File: config.mk
export PLATFORM = sky130hd
export DESIGN_NAME = vec_strip_agen
export DESIGN_NICKNAME = d
export VERILOG_FILES = /design/src/rtl/vsa_pkg.sv /design/src/rtl/vsa_strip_ctrl.sv /design/src/rtl/vsa_elem_ctr.sv /design/src/rtl/vsa_addr_step.sv /design/src/rtl/vec_strip_agen.sv
export SDC_FILE = /design/constraint.sdc
export NUM_CORES = 1
export LEC_CHECK = 0
export BUFFER_PORTS_ARGS = -buffer_cell sky130_fd_sc_hd__buf_2
export CAP_MARGIN = 30
export CELL_PAD_IN_SITES_DETAIL_PLACEMENT = 1
export CELL_PAD_IN_SITES_GLOBAL_PLACEMENT = 2
export CORE_MARGIN = 2
export CORE_UTILIZATION = 33
export DETAILED_ROUTE_END_ITERATION = 8
export PLACE_DENSITY = 0.89
export SETUP_SLACK_MARGIN = 0.05
export SLEW_MARGIN = 20
export SYNTH_ARGS = -nofsm -noshare
export SYNTH_HDL_FRONTEND = slang
export SYNTH_HIERARCHICAL = 1
export SYNTH_SLANG_ARGS = --single-unit
File: constraint.sdc
create_clock -name clk -period 4.9 [get_ports clk]
set_clock_uncertainty 0.2 [all_clocks]
set_input_delay 0.245 -clock clk [delete_from_list [all_inputs] [get_ports clk]]
set_output_delay 0.245 -clock clk [all_outputs]
set_load 0.01 [all_outputs]
File: src/rtl/vsa_pkg.sv
// Package for the strided strip-mined address generator.
// Holds the controller state encoding shared by the top module.
package vsa_pkg;
    typedef enum logic [1:0] {
        ST_IDLE  = 2'd0,
        ST_LOAD  = 2'd1,
        ST_ISSUE = 2'd2
    } vsa_state_e;
endpackage

File: src/rtl/vsa_strip_ctrl.sv
// Strip sizing: keeps the number of elements not yet assigned to a strip
// and, on each load, takes min(remaining, vector length) as the next strip.
// Assumes CNT_W >= VL_W. A vector length of 0 is latched as 1.
module vsa_strip_ctrl #(
    parameter int CNT_W = 16,
    parameter int VL_W  = 8
) (
    input  logic             clk,
    input  logic             rst_n,
    input  logic             accept,
    input  logic [CNT_W-1:0] total_cnt,
    input  logic [VL_W-1:0]  hw_vl,
    input  logic             load,
    input  logic             active,
    output logic [VL_W-1:0]  strip_len,
    output logic             final_strip
);
    logic [CNT_W-1:0] rem_q;
    logic [VL_W-1:0]  vmax_q;
    logic [VL_W-1:0]  len_q;
    logic [VL_W-1:0]  take;

    // Size of the next strip: what remains, capped at the vector length.
    always_comb begin
        if (rem_q < CNT_W'(vmax_q)) take = rem_q[VL_W-1:0];
        else                        take = vmax_q;
    end

    // Latch the transfer size, then carve one strip per load.
    always_ff @(posedge clk) begin
        if (!rst_n) begin
            rem_q  <= '0;
            vmax_q <= VL_W'(1);
            len_q  <= '0;
        end else if (accept) begin
            rem_q  <= total_cnt;
            vmax_q <= (hw_vl == '0) ? VL_W'(1) : hw_vl;
        end else if (load) begin
            len_q <= take;
            rem_q <= rem_q - CNT_W'(take);
        end
    end

    assign strip_len   = len_q;
    assign final_strip = (rem_q == '0);

    AST_STRIP_RANGE: assert property (@(posedge clk) disable iff (!rst_n)
        active |-> (len_q != '0) && (len_q <= vmax_q)) else $error("strip length out of range");
endmodule

File: src/rtl/vsa_elem_ctr.sv
// Position of the current element inside its strip.
// Cleared on every strip load and advanced on each accepted request.
module vsa_elem_ctr #(
    parameter int VL_W = 8
) (
    input  logic            clk,
    input  logic            rst_n,
    input  logic            load,
    input  logic            step,
    input  logic            active,
    input  logic [VL_W-1:0] strip_len,
    output logic            last_in_strip
);
    logic [VL_W-1:0] idx_q;

    // Count accepted requests within the strip.
    always_ff @(posedge clk) begin
        if (!rst_n)    idx_q <= '0;
        else if (load) idx_q <= '0;
        else if (step) idx_q <= idx_q + VL_W'(1);
    end

    assign last_in_strip = (idx_q == strip_len - VL_W'(1));

    AST_IDX_BOUND: assert property (@(posedge clk) disable iff (!rst_n)
        active |-> (idx_q < strip_len)) else $error("element index past strip");
endmodule

File: src/rtl/vsa_addr_step.sv
// Strided address accumulator. It loads the base on start and adds
// stride*ELEM_BYTES on every accepted request, with no reset between strips.
// Assumes ELEM_BYTES is a power of two.
module vsa_addr_step #(
    parameter int ADDR_W     = 32,
    parameter int STRIDE_W   = 16,
    parameter int ELEM_BYTES = 8
) (
    input  logic                clk,
    input  logic                rst_n,
    input  logic                accept,
    input  logic [ADDR_W-1:0]   base_addr,
    input  logic [STRIDE_W-1:0] stride,
    input  logic                step,
    output logic [ADDR_W-1:0]   addr
);
    localparam int SHIFT = $clog2(ELEM_BYTES);

    logic [ADDR_W-1:0]   addr_q;
    logic [STRIDE_W-1:0] stride_q;
    logic [ADDR_W-1:0]   inc;

    // Byte increment between consecutive elements.
    assign inc = ADDR_W'(stride_q) << SHIFT;

    // Hold the running address and the latched stride.
    always_ff @(posedge clk) begin
        if (!rst_n) begin
            addr_q   <= '0;
            stride_q <= '0;
        end else if (accept) begin
            addr_q   <= base_addr;
            stride_q <= stride;
        end else if (step) begin
            addr_q <= addr_q + inc;
        end
    end

    assign addr = addr_q;
endmodule

File: src/rtl/vec_strip_agen.sv
// Top level of the strided strip-mined address generator.
// Sequencing: IDLE -> LOAD (set the strip length) -> ISSUE (one address
// per accepted cycle) -> LOAD for the next strip, or IDLE after the final one.
// Assumes the consumer holds req_ready independently of req_valid.
module vec_strip_agen
    import vsa_pkg::*;
#(
    parameter int ADDR_W     = 32,
    parameter int STRIDE_W   = 16,
    parameter int CNT_W      = 16,
    parameter int VL_W       = 8,
    parameter int ELEM_BYTES = 8
) (
    input  logic                clk,
    input  logic                rst_n,
    input  logic                start,
    input  logic [ADDR_W-1:0]   base_addr,
    input  logic [STRIDE_W-1:0] stride,
    input  logic [CNT_W-1:0]    total_cnt,
    input  logic [VL_W-1:0]     hw_vl,
    output logic                busy,
    output logic [VL_W-1:0]     strip_len,
    output logic                req_valid,
    input  logic                req_ready,
    output logic [ADDR_W-1:0]   req_addr,
    output logic                strip_last,
    output logic                xfer_last,
    output logic                done
);
    vsa_state_e state_q;
    logic       done_q;
    logic       accept, load, step, issuing;
    logic       last_in_strip, final_strip;

    assign accept  = start && (state_q == ST_IDLE);
    assign load    = (state_q == ST_LOAD);
    assign issuing = (state_q == ST_ISSUE);
    assign step    = issuing && req_ready;

    // Controller sequencing and the completion pulse.
    always_ff @(posedge clk) begin
        if (!rst_n) begin
            state_q <= ST_IDLE;
            done_q  <= 1'b0;
        end else begin
            done_q <= 1'b0;
            case (state_q)
                ST_IDLE: begin
                    if (start) begin
                        if (total_cnt == '0) done_q  <= 1'b1;
                        else                 state_q <= ST_LOAD;
                    end
                end
                ST_LOAD: state_q <= ST_ISSUE;
                ST_ISSUE: begin
                    if (step && last_in_strip) begin
                        if (final_strip) begin
                            state_q <= ST_IDLE;
                            done_q  <= 1'b1;
                        end else begin
                            state_q <= ST_LOAD;
                        end
                    end
                end
                default: state_q <= ST_IDLE;
            endcase
        end
    end

    vsa_strip_ctrl #(.CNT_W(CNT_W), .VL_W(VL_W)) u_strip (
        .clk(clk), .rst_n(rst_n), .accept(accept), .total_cnt(total_cnt),
        .hw_vl(hw_vl), .load(load), .active(issuing),
        .strip_len(strip_len), .final_strip(final_strip)
    );

    vsa_elem_ctr #(.VL_W(VL_W)) u_elem (
        .clk(clk), .rst_n(rst_n), .load(load), .step(step), .active(issuing),
        .strip_len(strip_len), .last_in_strip(last_in_strip)
    );

    vsa_addr_step #(.ADDR_W(ADDR_W), .STRIDE_W(STRIDE_W), .ELEM_BYTES(ELEM_BYTES)) u_addr (
        .clk(clk), .rst_n(rst_n), .accept(accept), .base_addr(base_addr),
        .stride(stride), .step(step), .addr(req_addr)
    );

    assign busy       = (state_q != ST_IDLE);
    assign req_valid  = issuing;
    assign strip_last = issuing && last_in_strip;
    assign xfer_last  = strip_last && final_strip;
    assign done       = done_q;

    AST_HOLD_STALL: assert property (@(posedge clk) disable iff (!rst_n)
        (req_valid && !req_ready) |=> (req_valid && $stable(req_addr) && $stable(strip_len)
                                       && $stable(strip_last) && $stable(xfer_last))) else $error("stall not held");
    AST_DONE_AFTER_LAST: assert property (@(posedge clk) disable iff (!rst_n)
        (req_valid && req_ready && xfer_last) |=> (done && !busy)) else $error("done missing");
    AST_ZERO_DONE: assert property (@(posedge clk) disable iff (!rst_n)
        (start && !busy && total_cnt == '0) |=> (done && !busy && !req_valid)) else $error("zero count");
    AST_XLAST_IN_STRIP: assert property (@(posedge clk) disable iff (!rst_n)
        xfer_last |-> (strip_last && req_valid)) else $error("xfer_last alone");
    AST_BUSY_HOLD: assert property (@(posedge clk) disable iff (!rst_n)
        (busy && !(req_valid && req_ready && xfer_last)) |=> busy) else $error("busy dropped");
endmodule

# ---- Word-level counts from Yosys, hierarchy flattened
# Cells that the tools add are included.
dict set report totals {
  reg_bits 91
}
dict set report classes {
  magnitude_cmp 1
  muxes 16
  eq_ne 6
  addsub 4
  n_reduce_logical 15
  bitwise_logic 2
}
# operator n
set op_table {}
lappend op_table {{$mux W32} 2}
lappend op_table {{$add A32 B19 Y32} 1}
lappend op_table {{$logic_not A16 Y1} 2}
lappend op_table {{$mux W16} 2}
lappend op_table {{$lt A16 B8 Y1} 1}
lappend op_table {{$mux W8} 2}
lappend op_table {{$sub A16 B8 Y16} 1}
lappend op_table {{$add A8 B1 Y8 const B} 1}
lappend op_table {{$eq A8 B8 Y1} 1}
lappend op_table {{$logic_not A8 Y1} 1}
lappend op_table {{$sub A8 B1 Y8 const B} 1}
lappend op_table {{$mux W2} 3}
lappend op_table {{$pmux W2 S3} 1}
lappend op_table {{$reduce_bool A2 Y1} 3}
lappend op_table {{$logic_and A1 B1 Y1} 5}
lappend op_table {{$mux W1} 5}
lappend op_table {{$ne A2 B2 Y1 const B} 2}
lappend op_table {{$reduce_and A3 Y1} 1}
lappend op_table {{$eq A2 B1 Y1 const B} 1}
lappend op_table {{$eq A2 B2 Y1 const B} 1}
lappend op_table {{$logic_not A2 Y1} 1}
lappend op_table {{$ne A2 B1 Y1 const B} 1}
lappend op_table {{$not A1 Y1} 2}
lappend op_table {{$pmux W1 S2} 1}
lappend op_table {{other kinds (2)} 2}

# ---- Depth between registers and ports, before layout
dict set report logic_depth {
  depth_word 5
  mapped_depth 19
}

# ---- By module
# Netlist, hierarchy kept.
# module seq_area_each_um2 instances area_each_um2 cells_each
set modules_own_cells {}
lappend modules_own_cells {vsa_addr_step 960.9 1 2826.5 320}
lappend modules_own_cells {vsa_strip_ctrl 640.6 1 2301.0 285}
lappend modules_own_cells {vsa_elem_ctr 160.2 1 589.3 71}
lappend modules_own_cells {vec_strip_agen 60.1 1 215.2 24}

# ---- Worst setup path after synthesis
# OpenSTA, ideal clock, no wires.
dict set report synth_path {
  path_type {flip-flop to flip-flop}
  startpoint {reg u_strip.vmax_q[4]}
  endpoint {reg u_strip.rem_q[6]}
  stages_incl_launch_ff 19
  synth_period_minus_slack_ps 3594
  arrival_ps 3277
  path_slack_ps 1306
  setup_ps 117
  cell_sequence {dfxtp_1 -> inv_1 -> ha_1 -> nand4_1 -> or3_1 -> nand2_1 -> buf_2 -> nor2_1 -> a21oi_1 -> inv_1 -> fa_1 -> inv_1 -> a21o_1 -> a21oi_1 -> o21ai_0 -> a41o_1 -> o2111ai_1 -> a32oi_1 -> o21ai_1}
}
dict set report synth_between {
  elab_chain_len 5
}
# item line_no
set synth_lines {}
lappend synth_lines {{start, declared} vsa_strip_ctrl.sv:19} ;# logic [VL_W-1:0] vmax_q;
lappend synth_lines {{start signal, assigned} vsa_strip_ctrl.sv:37} ;# vmax_q <= (hw_vl == '0) ? VL_W'(1) : hw_vl;
lappend synth_lines {{$lt A16 B8 Y1} vsa_strip_ctrl.sv:25} ;# if (rem_q < CNT_W'(vmax_q)) take = rem_q[VL_W-1:0];
lappend synth_lines {{$mux W8} vsa_strip_ctrl.sv:25}
lappend synth_lines {{named net u_strip.take[1]} vsa_strip_ctrl.sv:21} ;# logic [VL_W-1:0] take;
lappend synth_lines {{$sub A16 B8 Y16} vsa_strip_ctrl.sv:40} ;# rem_q <= rem_q - CNT_W'(take);
lappend synth_lines {{$mux W16} vsa_strip_ctrl.sv:38} ;# end else if (load) begin
lappend synth_lines {{$mux W16} vsa_strip_ctrl.sv:35} ;# end else if (accept) begin
lappend synth_lines {{end signal, assigned} vsa_strip_ctrl.sv:36} ;# rem_q <= total_cnt;
lappend synth_lines {{end signal, assigned} vsa_strip_ctrl.sv:40}
lappend synth_lines {{end, declared} vsa_strip_ctrl.sv:18} ;# logic [CNT_W-1:0] rem_q;
# The timed path passes the listed nets, and every way through them passes these cells. The select of a mux whose other input is x is not followed.
# A chain may end at the register's enable or synchronous reset.

# ---- Final worst setup path
dict set report layout_path {
  startpoint {reg u_strip.vmax_q[3]}
  endpoint {reg u_strip.rem_q[6]}
}
# Same word-level chain as after synthesis.

==> results.md <==
* HPWL after detailed placement at 13300 um
* Vert. Die Dim at 138 um
* Sum Neg Setup Slack at 0 ns
* Max incr delay on CP at 0.44 ns
* Required time worst endpoint at 4.94 ns
* Clock Path Buffers at 2
* Crit. End Element: register
* Cells along the critical path: inv_1 -> ha_1 -> o21a_1 -> nor2_1 -> or3_1 -> nand2_1 -> nor2_1 -> a21oi_1 -> inv_1 -> fa_1 -> inv_1 -> a21o_1 -> a21oi_1 -> o21ai_0 -> a41o_1 -> o2111ai_1 -> a32oi_1 -> o21ai_1
* Critical path class: reg2reg
* Post-route fraction of the period consumed by the critical path at 0.866
* Area used by sequential logic in the layout at 1820 sq um
* Max Cap Violations at 0
* CTS resizes at 0
* Distinct cell type count of the synthesized netlist at 79
* Effective utilization at floorplan at 0.334
* CP Data Arrival Time at 4.28 ns
* Total gr overflow at 0
* VDD IR max at 0.184 mV
* Vias per cell at 5.32
* Proportion of synthesized chip area in sequential cells at 0.307
* Placeable core area at 17800 sq um
* Post-synthesis sequential element count at 91
* Proportion of register bits with asynchronous set or reset after synthesis at 0
* Fin worst setup slack at 0.657 ns
* Port buffer count at 120
* Top-level I/O count at 121
* Number of global-route vias before repair at 5966
* H-tree depth at 3
* WP buf/inv at 3
* Global-route usage over all layers at 0.198
* Standby leakage power at 3.19 nW
* Synthesized Nets at 807
* Synthesized instance count at 700
* Layout cells sized above 1 at 0.208
* Final-report hold violation count at 0
* Synth-to-Final Area Change at 26.8%
* Clock Root Buffer: clkbuf_16
* Final critical delay including setup and external delays at 4.24 ns
* Antenna violations before repair at 1
* Remaining max-slew budget at the tightest pin at 0.527
* Maximum fanout along the worst path at 13
* Outcome: complete, no violations
* Place WS at 0.693 ns
* Clock tree from TritonCTS: yes
* Final count of negative-setup-slack endpoints at 0
* Post-synth EDFFs at 0
* Area used by multi-input combinational logic at 3870 sq um
* Post-Synthesis Cell Area at 5930 sq um
* Number of CTS-inserted buffers at 9
* Final WL at 19000 um
* Drt initial violations at 258
* Vias after detailed routing at 5782
* Finished Layout Cells at 1086
* Chip Width at 138 um
* Global-route wire length before repair at 31100 um
* Critical path's top delay family: compound AO/OA/AOI/OAI gates
* Number of search-and-repair iterations in the first detailed-routing pass at 4
* CP most frequent cell: inv_1
* Count of synthesis-stage warnings from yosys at 6
* DP Cell Count at 1019
* Mean instance size in the synthesized netlist at 8.47 sq um
* Slowest library cell on the worst path: dfxtp_1
* Largest net degree at the start of global routing at 57
* Number of fill cells in the layout at 2161
* Leading register cell type out of synthesis: dfxtp_1
* Number of sinks handled by clock tree synthesis at 91
* Setup repair after global routing missed its margin: false
* Remaining routing DRC violations at 0
* Die footprint at 19100 sq um
* Residual antenna-violating net count after detailed routing at 0
* Clock insertion delay at the later pin of the skew report at 0.35 ns
* Nature of the critical path startpoint: register
* Post-CTS clock slew at the launch and capture registers of the worst setup and hold paths at 0.07 ns
* Wire length per cell at 17.5 um
* Worst Max-Slew Pin Slew at 0.709 ns
* Routability Congestion at 0.876
* Core Rows at 49
* Leading cell type in the layout, fill and taps excluded: buf_2
* Most frequent cells in the layout: 120 x buf_2, 91 x dfxtp_1, 55 x a21oi_1
* Class of the tightest hold or removal check: in2reg
* Net count reported at finish at 958
* Power density over the cells at 305 nW/um^2
* Number of max-slew violations in the final report at 0
* Max Clk Rate at 236 MHz
state kept, by name (all words and copies together) (netlist names):
signal and flops:
u_strip/rem_q 16, u_addr/stride_q 16, u_elem/idx_q 8, u_strip/vmax_q 8, state_q 2, done 1, u_strip/strip_len 8, u_addr/addr 32
report_power, final:
part | switching [mW] | leakage (nW) | total (mW) | internal [mW]
Clock | 0.304 | 0.145 | 0.711 | 0.407
Combinational | 0.399 | 2.30 | 0.708 | 0.310
Sequential | 0.0754 | 0.749 | 0.878 | 0.802
through the flow:
step / hold WS (ns) / util / cell area [sq um] / total power [mW]
floorplan: 0.173 / - / 5930 / 1.36
global placement: 0.274 / 0.377 / 6710 / 1.55
detailed placement: 0.272 / 0.377 / 6710 / 1.56
CTS: 0.000513 / 0.422 / 7500 / 2.31
global route: 0.0264 / 0.423 / 7520 / 2.44
finish: 0.00882 / 0.423 / 7520 / 2.30
cell families (layout without fill, tap and decap cells):
family          count (synthesis)  after routing  synth area share
buf+inv                        59            215            0.0420
xor+xnor                       39             39            0.0576
other cells                     0              1                 0
simple gates                  236            236             0.230
mux                            41             41            0.0692
flops                          91             91             0.307
fa+ha+maj                      32             32            0.0696
compound gates                202            202             0.224
final cells by class:
class                      count  share of cell area
inverter                      22              0.0110
multi-input combinational    550               0.514
sequential                    91               0.242
tap                          229              0.0381
antenna                        1            0.000333
clock inverter                 5             0.00699
timing repair buffer         177               0.155
clock buffer                  11              0.0323
final timing paths:
check | slack (ns) | end | from | depth (start not counted)
max | 0.66 | u_strip/rem_q[6] | u_strip/vmax_q[3] | 18
min reg2reg | 0.32 | u_strip/vmax_q[2] | u_strip/vmax_q[2] | 2
max reg2reg | 0.66 | u_strip/rem_q[6] | u_strip/vmax_q[3] | 18
min | 0.009 | u_addr/addr[8] | base_addr[8] | 4
cell usage after synthesis (3+ instances only):
| cell type | n | area [sq um] |
|---|---|---|
| buf_2 | 4 | 20.0 |
| a211o_1 | 3 | 26.3 |
| o21ai_1 | 3 | 15.0 |
| o2111ai_1 | 3 | 26.3 |
| o21ai_0 | 54 | 270 |
| nand4_1 | 12 | 75.1 |
| o211a_1 | 11 | 110 |
| a21o_1 | 5 | 37.5 |
| a21oi_1 | 55 | 275 |
| nor2b_1 | 34 | 213 |
| and3_1 | 7 | 43.8 |
| inv_1 | 22 | 82.6 |
| nand2_1 | 52 | 195 |
| o211ai_1 | 11 | 82.6 |
| nor4_1 | 5 | 31.3 |
| a31oi_1 | 13 | 81.3 |
| nor2_1 | 37 | 139 |
| a311oi_1 | 3 | 26.3 |
| a211oi_1 | 8 | 60.1 |
| nand3_1 | 13 | 65.1 |
| xnor2_1 | 17 | 149 |
| mux2i_1 | 41 | 410 |
| nor3_2 | 4 | 40.0 |
| o31ai_1 | 3 | 22.5 |
| nand2b_1 | 16 | 100 |
| and2_1 | 5 | 31.3 |
| clkbuf_1 | 25 | 93.8 |
| or3_1 | 12 | 75.1 |
| ha_1 | 29 | 363 |
| o311a_1 | 3 | 30.0 |
| nor4_2 | 6 | 75.1 |
| a21boi_1 | 3 | 22.5 |
| nor3_1 | 7 | 35.0 |
| buf_1 | 3 | 11.3 |
| dfxtp_1 | 91 | 1820 |
| o21a_1 | 3 | 22.5 |
| xor2_1 | 22 | 193 |
what timing repair did:
| item | CTS | global route |
|---|---|---|
| endpoints found under the hold margin | 49 | 0 |
| buffers inserted | 0 | 0 |
| hold buffers | 49 | 0 |
metal layers:
metal,GRT usage,vias up,share of wire
li1,-,2862,-
met1,0.257,2773,0.46
met2,0.340,125,0.49
met3,0.0319,22,0.040
met4,0.0559,0,0.017
met5,0,-,0
worst register-to-register path, cell delays in order, from the launching register on:
cell,delay (ns)
dfxtp_1,0.44
inv_1,0.15
ha_1,0.30
o21a_1,0.13
nor2_1,0.06
or3_1,0.37
nand2_1,0.39
nor2_1,0.08
a21oi_1,0.26
inv_1,0.10
fa_1,0.43
inv_1,0.09
a21o_1,0.22
a21oi_1,0.09
o21ai_0,0.17
a41o_1,0.19
o2111ai_1,0.15
a32oi_1,0.22
o21ai_1,0.08
Note: power is estimated with default switching activity, not from simulation.
